<file path="config.mk">
export PLATFORM = sky130hd
export DESIGN_NAME = hybrid_wu_ctrl
export DESIGN_NICKNAME = d
export VERILOG_FILES = /design/src/rtl/hwu_pkg.sv /design/src/rtl/hwu_lane.sv /design/src/rtl/hwu_store.sv /design/src/rtl/hwu_seq.sv /design/src/rtl/hybrid_wu_ctrl.sv
export SDC_FILE = /design/constraint.sdc
export NUM_CORES = 1
export LEC_CHECK = 0
export ABC_AREA = 1
export BUFFER_PORTS_ARGS = -buffer_cell sky130_fd_sc_hd__buf_2
export CELL_PAD_IN_SITES_DETAIL_PLACEMENT = 0
export CELL_PAD_IN_SITES_GLOBAL_PLACEMENT = 1
export CORE_MARGIN = 10
export CORE_UTILIZATION = 43
export CTS_BUF_LIST = sky130_fd_sc_hd__clkbuf_8 sky130_fd_sc_hd__clkbuf_16
export DETAILED_ROUTE_END_ITERATION = 10
export GPL_TIMING_DRIVEN = 0
export PLACE_DENSITY_LB_ADDON = 0.1
export SYNTH_ARGS = -nofsm -noshare
export SYNTH_HDL_FRONTEND = slang
export SYNTH_HIERARCHICAL = 1
export SYNTH_SLANG_ARGS = --single-unit
export TNS_END_PERCENT = 20
</file>
<file path="constraint.sdc">
create_clock -name clk -period 5.65 [get_ports clk]
set_clock_uncertainty 0.1 [all_clocks]
set_input_delay 1.13 -clock clk [delete_from_list [all_inputs] [get_ports clk]]
set_output_delay 1.13 -clock clk [all_outputs]
set_load 0.01 [all_outputs]
</file>
<file path="src/rtl/hwu_pkg.sv">
`timescale 1ns/1ps
// Package: hwu_pkg
// Shared types for the hybrid-precision weight update controller.
// Assumes nothing beyond IEEE 1800-2017 enums.
package hwu_pkg;

    // Sequencer states: idle, single write cycle, refresh row walk.
    typedef enum logic [1:0] {
        ST_IDLE    = 2'd0,
        ST_WRITE   = 2'd1,
        ST_REFRESH = 2'd2
    } wu_state_e;

endpackage

</file>
<file path="src/rtl/hwu_lane.sv">
`timescale 1ns/1ps
// Module: hwu_lane
// Per-weight datapath. It quantizes one gradient, adds it to the low field
// with wrap-around, derives the toggle mask and the carry pulse, and forms the
// next values of the high cells for an update and for a refresh.
// Assumes GW >= LBITS + 2, so that the clipped step fits the sum width.
module hwu_lane #(
    parameter int LBITS = 7,
    parameter int CW    = 4,
    parameter int GW    = 12,
    parameter int QSH   = 2
) (
    input  logic signed [GW-1:0] grad,
    input  logic [LBITS-1:0]     old_low,
    input  logic [CW-1:0]        hp,
    input  logic [CW-1:0]        hn,
    output logic [LBITS-1:0]     tog,
    output logic                 pos,
    output logic                 neg,
    output logic [CW-1:0]        hp_nxt,
    output logic [CW-1:0]        hn_nxt,
    output logic [CW-1:0]        rf_hp,
    output logic [CW-1:0]        rf_hn
);
    localparam int SW = GW + 1;
    localparam logic signed [SW-1:0] QHI = SW'((2**LBITS) - 1);
    localparam logic signed [SW-1:0] QLO = SW'(-(2**LBITS));
    localparam logic signed [SW-1:0] LHI = SW'((2**(LBITS-1)) - 1);
    localparam logic signed [SW-1:0] LLO = SW'(-(2**(LBITS-1)));
    localparam logic [CW-1:0]        CMAX = '1;

    logic signed [SW-1:0] q_raw;
    logic signed [SW-1:0] q_clip;
    logic signed [SW-1:0] sum;
    logic [LBITS-1:0]     new_low;
    logic signed [CW:0]   net;

    // Quantize the gradient to the low-field step and clip it to one low range.
    always_comb begin
        q_raw  = $signed({grad[GW-1], grad}) >>> QSH;
        q_clip = (q_raw > QHI) ? QHI : ((q_raw < QLO) ? QLO : q_raw);
    end

    // Add the step to the sign-extended low field and detect overflow in either direction.
    always_comb begin
        sum     = q_clip + $signed({{(SW-LBITS){old_low[LBITS-1]}}, old_low});
        new_low = sum[LBITS-1:0];
        tog     = new_low ^ old_low;
        pos     = (sum > LHI);
        neg     = (sum < LLO);
    end

    // Pulse the chosen increment-only cell; a cell at its top level stays there.
    always_comb begin
        hp_nxt = (pos && hp != CMAX) ? hp + 1'b1 : hp;
        hn_nxt = (neg && hn != CMAX) ? hn + 1'b1 : hn;
    end

    // Refresh value: the net difference goes into one cell and the other is cleared.
    always_comb begin
        net   = $signed({1'b0, hp}) - $signed({1'b0, hn});
        rf_hp = net[CW] ? '0 : net[CW-1:0];
        rf_hn = net[CW] ? CW'(-net) : '0;
    end

endmodule

</file>
<file path="src/rtl/hwu_store.sv">
`timescale 1ns/1ps
// Module: hwu_store
// Register-array model of the two weight stores. The low fields take toggle
// masks (XOR writes). The high cells take whole-value writes. There are two
// combinational read ports: A for the update datapath, B for the external reader.
// Assumes the row indices are below ROWS and that the A row equals the write row.
module hwu_store #(
    parameter int ROWS  = 4,
    parameter int COLS  = 4,
    parameter int LBITS = 7,
    parameter int CW    = 4,
    localparam int RW   = $clog2(ROWS)
) (
    input  logic                  clk,
    input  logic                  rst_n,
    input  logic [RW-1:0]         arow,
    output logic [COLS*LBITS-1:0] a_low,
    output logic [COLS*CW-1:0]    a_hp,
    output logic [COLS*CW-1:0]    a_hn,
    input  logic                  w_tog_en,
    input  logic [COLS*LBITS-1:0] w_tog,
    input  logic                  w_hi_en,
    input  logic [COLS*CW-1:0]    w_hp,
    input  logic [COLS*CW-1:0]    w_hn,
    input  logic [RW-1:0]         brow,
    output logic [COLS*LBITS-1:0] b_low,
    output logic [COLS*CW-1:0]    b_hp,
    output logic [COLS*CW-1:0]    b_hn
);
    logic [LBITS-1:0] low_m [ROWS][COLS];
    logic [CW-1:0]    hp_m  [ROWS][COLS];
    logic [CW-1:0]    hn_m  [ROWS][COLS];

    // Clear on reset, then toggle the flagged low bits and overwrite the high cells of row A.
    always_ff @(posedge clk) begin
        if (!rst_n) begin
            for (int r = 0; r < ROWS; r++) begin
                for (int c = 0; c < COLS; c++) begin
                    low_m[r][c] <= '0;
                    hp_m[r][c]  <= '0;
                    hn_m[r][c]  <= '0;
                end
            end
        end else begin
            if (w_tog_en) begin
                for (int c = 0; c < COLS; c++)
                    low_m[arow][c] <= low_m[arow][c] ^ w_tog[c*LBITS +: LBITS];
            end
            if (w_hi_en) begin
                for (int c = 0; c < COLS; c++) begin
                    hp_m[arow][c] <= w_hp[c*CW +: CW];
                    hn_m[arow][c] <= w_hn[c*CW +: CW];
                end
            end
        end
    end

    for (genvar c = 0; c < COLS; c++) begin : g_col
        // Combinational read ports for the datapath and for the external reader.
        assign a_low[c*LBITS +: LBITS] = low_m[arow][c];
        assign a_hp[c*CW +: CW]        = hp_m[arow][c];
        assign a_hn[c*CW +: CW]        = hn_m[arow][c];
        assign b_low[c*LBITS +: LBITS] = low_m[brow][c];
        assign b_hp[c*CW +: CW]        = hp_m[brow][c];
        assign b_hn[c*CW +: CW]        = hn_m[brow][c];

        // an update write moves each high cell up by at most one level.
        assert_hi_step_R6: assert property (@(posedge clk) disable iff (!rst_n)
            (w_tog_en && w_hi_en) |->
                ((w_hp[c*CW +: CW] == a_hp[c*CW +: CW]) ||
                 (w_hp[c*CW +: CW] == a_hp[c*CW +: CW] + 1'b1)) &&
                ((w_hn[c*CW +: CW] == a_hn[c*CW +: CW]) ||
                 (w_hn[c*CW +: CW] == a_hn[c*CW +: CW] + 1'b1)));
    end

endmodule

</file>
<file path="src/rtl/hwu_seq.sv">
`timescale 1ns/1ps
// Module: hwu_seq
// Control sequencer. It runs the handshake (one write cycle for each accepted
// update), the batch counter, and the refresh walk over all rows.
// Assumes refresh_period changes only while no refresh is pending.
module hwu_seq import hwu_pkg::*; #(
    parameter int ROWS = 4,
    parameter int PW   = 8,
    localparam int RW  = $clog2(ROWS)
) (
    input  logic          clk,
    input  logic          rst_n,
    input  logic          upd_valid,
    input  logic          batch_done,
    input  logic [PW-1:0] refresh_period,
    output logic          upd_ready,
    output logic          accept,
    output logic          write_en,
    output logic          refresh_en,
    output logic [RW-1:0] rf_row
);
    localparam logic [RW-1:0] LAST_ROW = RW'(ROWS - 1);

    wu_state_e     state;
    logic [PW-1:0] bcnt;
    logic          rf_pend;
    logic          start_rf;
    logic          batch_hit;

    // Decode the handshake and the refresh start from state.
    always_comb begin
        upd_ready  = (state == ST_IDLE) && !rf_pend;
        accept     = upd_valid && upd_ready;
        start_rf   = (state == ST_IDLE) && rf_pend;
        write_en   = (state == ST_WRITE);
        refresh_en = (state == ST_REFRESH);
        batch_hit  = batch_done && (refresh_period != '0) &&
                     (bcnt + 1'b1 >= refresh_period);
    end

    // Count batches and latch a refresh request when the period is reached.
    always_ff @(posedge clk) begin
        if (!rst_n) begin
            bcnt    <= '0;
            rf_pend <= 1'b0;
        end else begin
            if (start_rf)
                rf_pend <= 1'b0;
            if (batch_done && refresh_period != '0) begin
                if (batch_hit) begin
                    bcnt    <= '0;
                    rf_pend <= 1'b1;
                end else begin
                    bcnt <= bcnt + 1'b1;
                end
            end
        end
    end

    // State transitions: idle to write or refresh, the refresh walk, back to idle.
    always_ff @(posedge clk) begin
        if (!rst_n) begin
            state  <= ST_IDLE;
            rf_row <= '0;
        end else begin
            unique case (state)
                ST_IDLE: begin
                    if (start_rf) begin
                        state  <= ST_REFRESH;
                        rf_row <= '0;
                    end else if (accept) begin
                        state <= ST_WRITE;
                    end
                end
                ST_WRITE: state <= ST_IDLE;
                ST_REFRESH: begin
                    if (rf_row == LAST_ROW)
                        state <= ST_IDLE;
                    else
                        rf_row <= rf_row + 1'b1;
                end
                default: state <= ST_IDLE;
            endcase
        end
    end

    // the cycle after an accept is the write cycle, and no update is taken then.
    assert_stall_after_accept_R7: assert property (@(posedge clk) disable iff (!rst_n)
        accept |=> (write_en && !upd_ready));

    // no update is taken during the refresh walk.
    assert_busy_blocks_R9: assert property (@(posedge clk) disable iff (!rst_n)
        refresh_en |-> !upd_ready);

    // the walk continues until the last row has been rewritten.
    assert_walk_length_R9: assert property (@(posedge clk) disable iff (!rst_n)
        (refresh_en && rf_row != LAST_ROW) |=> refresh_en);

    // a walk begins only after a pending request.
    assert_refresh_requested_R8: assert property (@(posedge clk) disable iff (!rst_n)
        $rose(refresh_en) |-> $past(rf_pend));

endmodule

</file>
<file path="src/rtl/hybrid_wu_ctrl.sv">
`timescale 1ns/1ps
// Module: hybrid_wu_ctrl
// Top of the hybrid-precision weight update controller. It captures a row of
// gradients on the handshake, runs one lane per column against the stores,
// and registers the per-update event (toggle mask and pulse selects).
// Assumes upd_row and rd_row are below ROWS.
module hybrid_wu_ctrl #(
    parameter int ROWS  = 4,
    parameter int COLS  = 4,
    parameter int LBITS = 7,
    parameter int CW    = 4,
    parameter int GW    = 12,
    parameter int QSH   = 2,
    parameter int PW    = 8,
    localparam int RW   = $clog2(ROWS)
) (
    input  logic                  clk,
    input  logic                  rst_n,
    input  logic                  upd_valid,
    output logic                  upd_ready,
    input  logic [RW-1:0]         upd_row,
    input  logic [COLS*GW-1:0]    upd_grad,
    input  logic                  batch_done,
    input  logic [PW-1:0]         refresh_period,
    output logic                  refresh_busy,
    output logic                  ev_valid,
    output logic [RW-1:0]         ev_row,
    output logic [COLS*LBITS-1:0] ev_tog,
    output logic [COLS-1:0]       ev_pos,
    output logic [COLS-1:0]       ev_neg,
    input  logic [RW-1:0]         rd_row,
    output logic [COLS*LBITS-1:0] rd_low,
    output logic [COLS*CW-1:0]    rd_hp,
    output logic [COLS*CW-1:0]    rd_hn
);
    logic                  accept;
    logic                  write_en;
    logic                  refresh_en;
    logic [RW-1:0]         rf_row;
    logic [RW-1:0]         op_row;
    logic [COLS*GW-1:0]    op_grad;
    logic [RW-1:0]         act_row;
    logic [COLS*LBITS-1:0] a_low;
    logic [COLS*CW-1:0]    a_hp;
    logic [COLS*CW-1:0]    a_hn;
    logic [COLS*LBITS-1:0] l_tog;
    logic [COLS-1:0]       l_pos;
    logic [COLS-1:0]       l_neg;
    logic [COLS*CW-1:0]    l_hp_nxt;
    logic [COLS*CW-1:0]    l_hn_nxt;
    logic [COLS*CW-1:0]    l_rf_hp;
    logic [COLS*CW-1:0]    l_rf_hn;
    logic [COLS*CW-1:0]    w_hp;
    logic [COLS*CW-1:0]    w_hn;

    hwu_seq #(.ROWS(ROWS), .PW(PW)) u_seq (
        .clk            (clk),
        .rst_n          (rst_n),
        .upd_valid      (upd_valid),
        .batch_done     (batch_done),
        .refresh_period (refresh_period),
        .upd_ready      (upd_ready),
        .accept         (accept),
        .write_en       (write_en),
        .refresh_en     (refresh_en),
        .rf_row         (rf_row)
    );

    assign refresh_busy = refresh_en;

    // Capture the accepted row and its gradients for the write cycle.
    always_ff @(posedge clk) begin
        if (!rst_n) begin
            op_row  <= '0;
            op_grad <= '0;
        end else if (accept) begin
            op_row  <= upd_row;
            op_grad <= upd_grad;
        end
    end

    // Select the row the stores work on: the refresh walk row or the captured update row.
    always_comb begin
        act_row = refresh_en ? rf_row : op_row;
        w_hp    = refresh_en ? l_rf_hp : l_hp_nxt;
        w_hn    = refresh_en ? l_rf_hn : l_hn_nxt;
    end

    for (genvar c = 0; c < COLS; c++) begin : g_lane
        hwu_lane #(.LBITS(LBITS), .CW(CW), .GW(GW), .QSH(QSH)) u_lane (
            .grad    (op_grad[c*GW +: GW]),
            .old_low (a_low[c*LBITS +: LBITS]),
            .hp      (a_hp[c*CW +: CW]),
            .hn      (a_hn[c*CW +: CW]),
            .tog     (l_tog[c*LBITS +: LBITS]),
            .pos     (l_pos[c]),
            .neg     (l_neg[c]),
            .hp_nxt  (l_hp_nxt[c*CW +: CW]),
            .hn_nxt  (l_hn_nxt[c*CW +: CW]),
            .rf_hp   (l_rf_hp[c*CW +: CW]),
            .rf_hn   (l_rf_hn[c*CW +: CW])
        );
    end

    hwu_store #(.ROWS(ROWS), .COLS(COLS), .LBITS(LBITS), .CW(CW)) u_store (
        .clk      (clk),
        .rst_n    (rst_n),
        .arow     (act_row),
        .a_low    (a_low),
        .a_hp     (a_hp),
        .a_hn     (a_hn),
        .w_tog_en (write_en),
        .w_tog    (l_tog),
        .w_hi_en  (write_en | refresh_en),
        .w_hp     (w_hp),
        .w_hn     (w_hn),
        .brow     (rd_row),
        .b_low    (rd_low),
        .b_hp     (rd_hp),
        .b_hn     (rd_hn)
    );

    // Register the update event for one cycle after the write edge.
    always_ff @(posedge clk) begin
        if (!rst_n) begin
            ev_valid <= 1'b0;
            ev_row   <= '0;
            ev_tog   <= '0;
            ev_pos   <= '0;
            ev_neg   <= '0;
        end else begin
            ev_valid <= write_en;
            if (write_en) begin
                ev_row <= op_row;
                ev_tog <= l_tog;
                ev_pos <= l_pos;
                ev_neg <= l_neg;
            end
        end
    end

    // a weight never pulses both cells of its pair in one update.
    assert_one_side_R5: assert property (@(posedge clk) disable iff (!rst_n)
        ev_valid |-> ((ev_pos & ev_neg) == '0));

    // an event appears only one cycle after a write cycle.
    assert_event_after_write_R7: assert property (@(posedge clk) disable iff (!rst_n)
        ev_valid |-> $past(write_en));

endmodule

</file>
# Word level (Yosys, flattened, before mapping)
# Memories as Yosys holds them, arrays and structs flattened.
# Cells that the tools add are included.
[word_totals] wordCells=153 mem_bits_rw=240 regBits=102 in_bits=64 memories=3 output_inout_bits=101
[memory_table] memory="u_store.low_m" words=4 word_bits=28 rd=2 rd_clocked_by_memory_dff=0 wr=4 line="hwu_store.sv:30" rtl="logic [LBITS-1:0] low_m [ROWS][COLS];"
[memory_table] memory="u_store.hn_m" words=4 word_bits=16 rd=2 rd_clocked_by_memory_dff=0 wr=4 line="hwu_store.sv:32" rtl="logic [CW-1:0] hn_m [ROWS][COLS];"
[memory_table] memory="u_store.hp_m" words=4 word_bits=16 rd=2 rd_clocked_by_memory_dff=0 wr=4 line="hwu_store.sv:31" rtl="logic [CW-1:0] hp_m [ROWS][COLS];"
[op_classes] order_cmp=17 bitwise_logic=9 add_sub_neg=22 reduce_logical=22 muxes=54 eq_ne=15
[ops] operator="$mux W13" n=8
[ops] operator="$mux W16" n=4
[ops] operator="$mux W4" n=16
[ops] operator="$xor A7 B7 Y7" n=8
[ops] operator="$add A13 B7 Y13" n=4
[ops] operator="$gt A13 B7 Y1 const B" n=4
[ops] operator="$lt A13 B7 Y1 const B" n=4
[ops] operator="$gt A10 B8 Y1 const B" n=4
[ops] operator="$lt A10 B8 Y1 const B" n=4
[ops] operator="$add A4 B1 Y4 const B" n=8
[ops] operator="$ne A4 B4 Y1 const B" n=8
[ops] operator="$reduce_or A16 Y1" n=2
[ops] operator="$mux W28" n=1
[ops] operator="$reduce_or A28 Y1" n=1
[ops] operator="$sub A4 B4 Y5" n=4
[ops] operator="$mux W2" n=9
[ops] operator="$neg A4 Y4" n=4
[ops] operator="$logic_and A1 B1 Y1" n=13
[ops] operator="$mux W1" n=13
[ops] operator="$add A8 B1 Y8 const B" n=1
[ops] operator="$ge A8 B8 Y1" n=1
[ops] operator="$mux W8" n=1
[ops] operator="$pmux W2 S2" n=2
[ops] operator="$reduce_bool A8 Y1" n=1
[ops] operator="other kinds (12)" n=14

# Longest topological paths before layout
[logic_depth] ltp_word=9 ltp_mapped=32 ltp_nobuf=28

# By module
# The synthesis kept the hierarchy.
[modules_own_cells] module="hwu_store" seq_area_each_um2=7206.9 n_inst=1 cells_per_inst=1428 area_each_um2=12273.0
[modules_own_cells] module="hybrid_wu_ctrl" seq_area_each_um2=1781.7 n_inst=1 cells_per_inst=670 area_each_um2=4096.4
[modules_own_cells] module="hwu_lane (g_lane[1].u_lane ...)" seq_area_each_um2=0.0 n_inst=2 cells_per_inst=231 area_each_um2=1361.3
[modules_own_cells] module="hwu_lane (g_lane[0].u_lane)" seq_area_each_um2=0.0 n_inst=1 cells_per_inst=235 area_each_um2=1381.3
[modules_own_cells] module="hwu_lane (g_lane[3].u_lane)" seq_area_each_um2=0.0 n_inst=1 cells_per_inst=233 area_each_um2=1365.1
[modules_own_cells] module="hwu_seq" seq_area_each_um2=260.2 n_inst=1 cells_per_inst=137 area_each_um2=910.9

# Worst setup path after synthesis
# No wires, ideal clock.
[synth_timing] path_kind="register to register" start="reg u_seq.state[0]" end="mem u_store/hp_m[2][5] in the netlist's numbering, data pin" t_required_ns=5.285 stages_incl_launch_ff=29 n_path_buf=3 t_arrival_ns=3.549 period_less_slack_ns=3.914 setup_slack_ns=1.736 setup_ns=0.265 path_cell_list="dfxtp_1 inv_1 nand2_1 inv_1 buf_2 o21ai_0 inv_2 buf_6 buf_6 nand2_1 nand2_1 ha_1 fa_1 nand3_1 nand3_2 nand2_1 nand2_1 nand2_1 nand2_1 nand2_1 nor2_4 nand2_4 nand3_2 nand2_1 nand2_1 nand2_1 nand2_1 inv_1 nor2_1"
[synth_rtl] item="from (decl)" line="hwu_seq.sv:24" rtl="wu_state_e state;"
[synth_rtl] item="from (signal assigned)" line="hwu_seq.sv:63" rtl="state <= ST_IDLE;"
[synth_rtl] item="from (signal assigned)" line="hwu_seq.sv:69" rtl="state <= ST_REFRESH;"
[synth_rtl] item="from (signal assigned)" line="hwu_seq.sv:72" rtl="state <= ST_WRITE;"
[synth_rtl] item="to (decl)" line="hwu_store.sv:31"

==> results.md <==
* Post-CTS Setup Bufs at 0
* Peak VDD IR at 218 uV
* CTS tree: done
* Num rows at 83
* Vias in the first global route at 20600
* Residual DRC at 0
* Routed vias/inst at 5.21
* Largest net degree at the start of global routing at 29
* Core footprint at 51500 um^2
* RSZ-0062 raised after global routing: false
* Post-Synthesis Cell Area at 22400 um^2
* Final period util at 0.890
* Sequential power share at 0.325
* Max Cap Viol at 0
* Fmax at 0.199 GHz
* Final setup violation count at 0
* Clk Latency, worst-skew pair at 0.57 ns
* Post-layout util at 0.493
* Mapped Cells at 3117
* Critical Path AT at 5.23 ns
* Hold crit path type: register to register
* Internal at 5.32 mW
* Initial core utilization at 0.436
* Initial antenna violation count at 0
* Drt pass-1 iters at 6
* I/O Buffers at 156
* Startpoint Class: register
* # clock sinks at 334
* Yosys warnings at 6
* Bufs on Longest Clock Path at 3
* Commonest cells after routing, fill and taps aside: nand2_1 (990), nor2_1 (598), inv_1 (321)
* Clock-pin slew of the registers on the worst-case setup and hold paths at 0.06 ns
* Post-CTS resize count at 0
* DR WL/cell at 18.6 um
* GRT Total Usage at 0.234
* Die area at 61700 um^2
* Die W at 248 um
* Setup tns final at 0 ns
* Crit path required time at 5.85 ns
* Iter 0 DRT Violations at 1894
* Critical path endpoint category: register
* Synthesized area per cell at 7.20 um^2
* Placed wire-length estimate at 55600 um
* Gr ovfl total at 0
* Reg2Reg Setup Slack at 0.62 ns
* Ports at 165
* Status: complete, no violations
* Root Buffer Master: clkbuf_16
* H-tree lvl count at 2
* LEAKAGE at 12.4 nW
* Least-Margin Pin Slew at 1.01 ns
* First-pass GRT wire length at 115000 um
* Total Wirelength at 75000 um
* Gate power share at 0.397
* Area grow syn2layout at 13.3%
* Hold Fails Final Rpt at 0
* Final nets at 3481
* Switch Pwr at 3.50 mW
* Via count at 21000
* ANT cells at 0
* Clk pwr share at 0.278
* Most common cell after layout, fill and taps aside: nand2_1
* Crit-path max FO at 10
* Synthesized Nets at 3279
* Final Slew Violations at 0
* Worst-case headroom to the max-slew limit at 0.326
* Cts bufs inserted at 40
* Routability-driven placement congestion ratio at 0.938
* Post-route ant nets at 0
* # hold bufs at CTS at 0
* Switching part of the total at 0.397
* Pwr/cell area at 347 nW/um^2
* Die height at 248 um
* Share of layout cells above drive strength 1 at 0.124
* Hold_ws at 0.366 ns
* CP Class: register to register
* Minimum clock period at 5.03 ns
[flip-flops by register name, summed over array words and instances (netlist names)]
name	cells
u_store/low_m	112
u_store/hn_m	64
u_store/hp_m	64
op_grad	40
ev_tog	28
u_seq/bcnt	8
ev_neg	4
ev_pos	4
ev_row	2
op_row	2
u_seq/rf_row	2
u_seq/state	2
ev_valid	1
u_seq/rf_pend	1
[layout make-up]
| cell class | count | area [um^2] |
|---|---|---|
| timing repair buffer | 160 | 868 |
| clock buffer | 45 | 1090 |
| buffer | 132 | 728 |
| fill | 5330 | 26100 |
| multi-input combinational | 2327 | 11400 |
| tap | 680 | 851 |
| sequential | 334 | 9090 |
| clock inverter | 27 | 144 |
| inverter | 324 | 1220 |
[power groups by stage]
stage | Sequential (mW) | Combinational [mW] | Clock, mW
after global routing | 2.89 | 3.94 | 2.60
after detailed placement | 2.92 | 3.48 | 0
after CTS | 2.87 | 3.49 | 2.50
after global placement | 2.92 | 3.42 | 0
final | 2.87 | 3.50 | 2.45
after floorplan | 2.91 | 2.53 | 0
[per-stage QoR]
step / instance area (um^2) / instances / setup WS, ns / power (mW)
floorplan: 22400 / 3117 / 1.74 / 5.45
global placement: 24100 / 3953 / 0.464 / 6.34
detailed placement: 24200 / 3957 / 0.364 / 6.40
CTS: 25400 / 4029 / 0.360 / 8.86
global route: 25400 / 4029 / 0.324 / 9.43
finish: 25400 / 4029 / 0.622 / 8.82
[path summary, 6_finish.rpt]
| kind | start | to | depth (start not counted) |
|---|---|---|---|
| worst min-delay path | ev_tog[14] | ev_tog[14] | 2 |
| worst max register to register | u_seq/state[0] | u_store/hn_m[0][3] | 22 |
| worst max-delay path | u_seq/state[0] | u_store/hn_m[0][3] | 22 |
| worst min register to register | ev_tog[14] | ev_tog[14] | 2 |
[critical path, stage by stage, from the launching register on]
cell,delay (ns)
dfxtp_1,0.33
inv_1,0.05
nand2_1,0.07
inv_1,0.07
buf_2,0.18
o21ai_1,0.63
inv_2,0.13
nor2_4,0.28
buf_1,0.79
nand2_1,0.10
nand3_1,0.37
inv_1,0.12
ha_1,0.35
a21oi_1,0.16
nand2_1,0.08
xor2_1,0.20
inv_1,0.08
a31oi_1,0.14
nor3_1,0.07
nand2_1,0.07
nand2_1,0.16
inv_1,0.16
nor2_1,0.06
[per-layer routing]
metal,vias to the layer above,share of wire,track usage
met5,-,0,0
li1,10400,-,-
met1,9864,0.43,0.296
met3,104,0.071,0.0398
met2,675,0.48,0.399
met4,0,0.027,0.0736
Note: power is estimated with default switching activity, not from simulation.
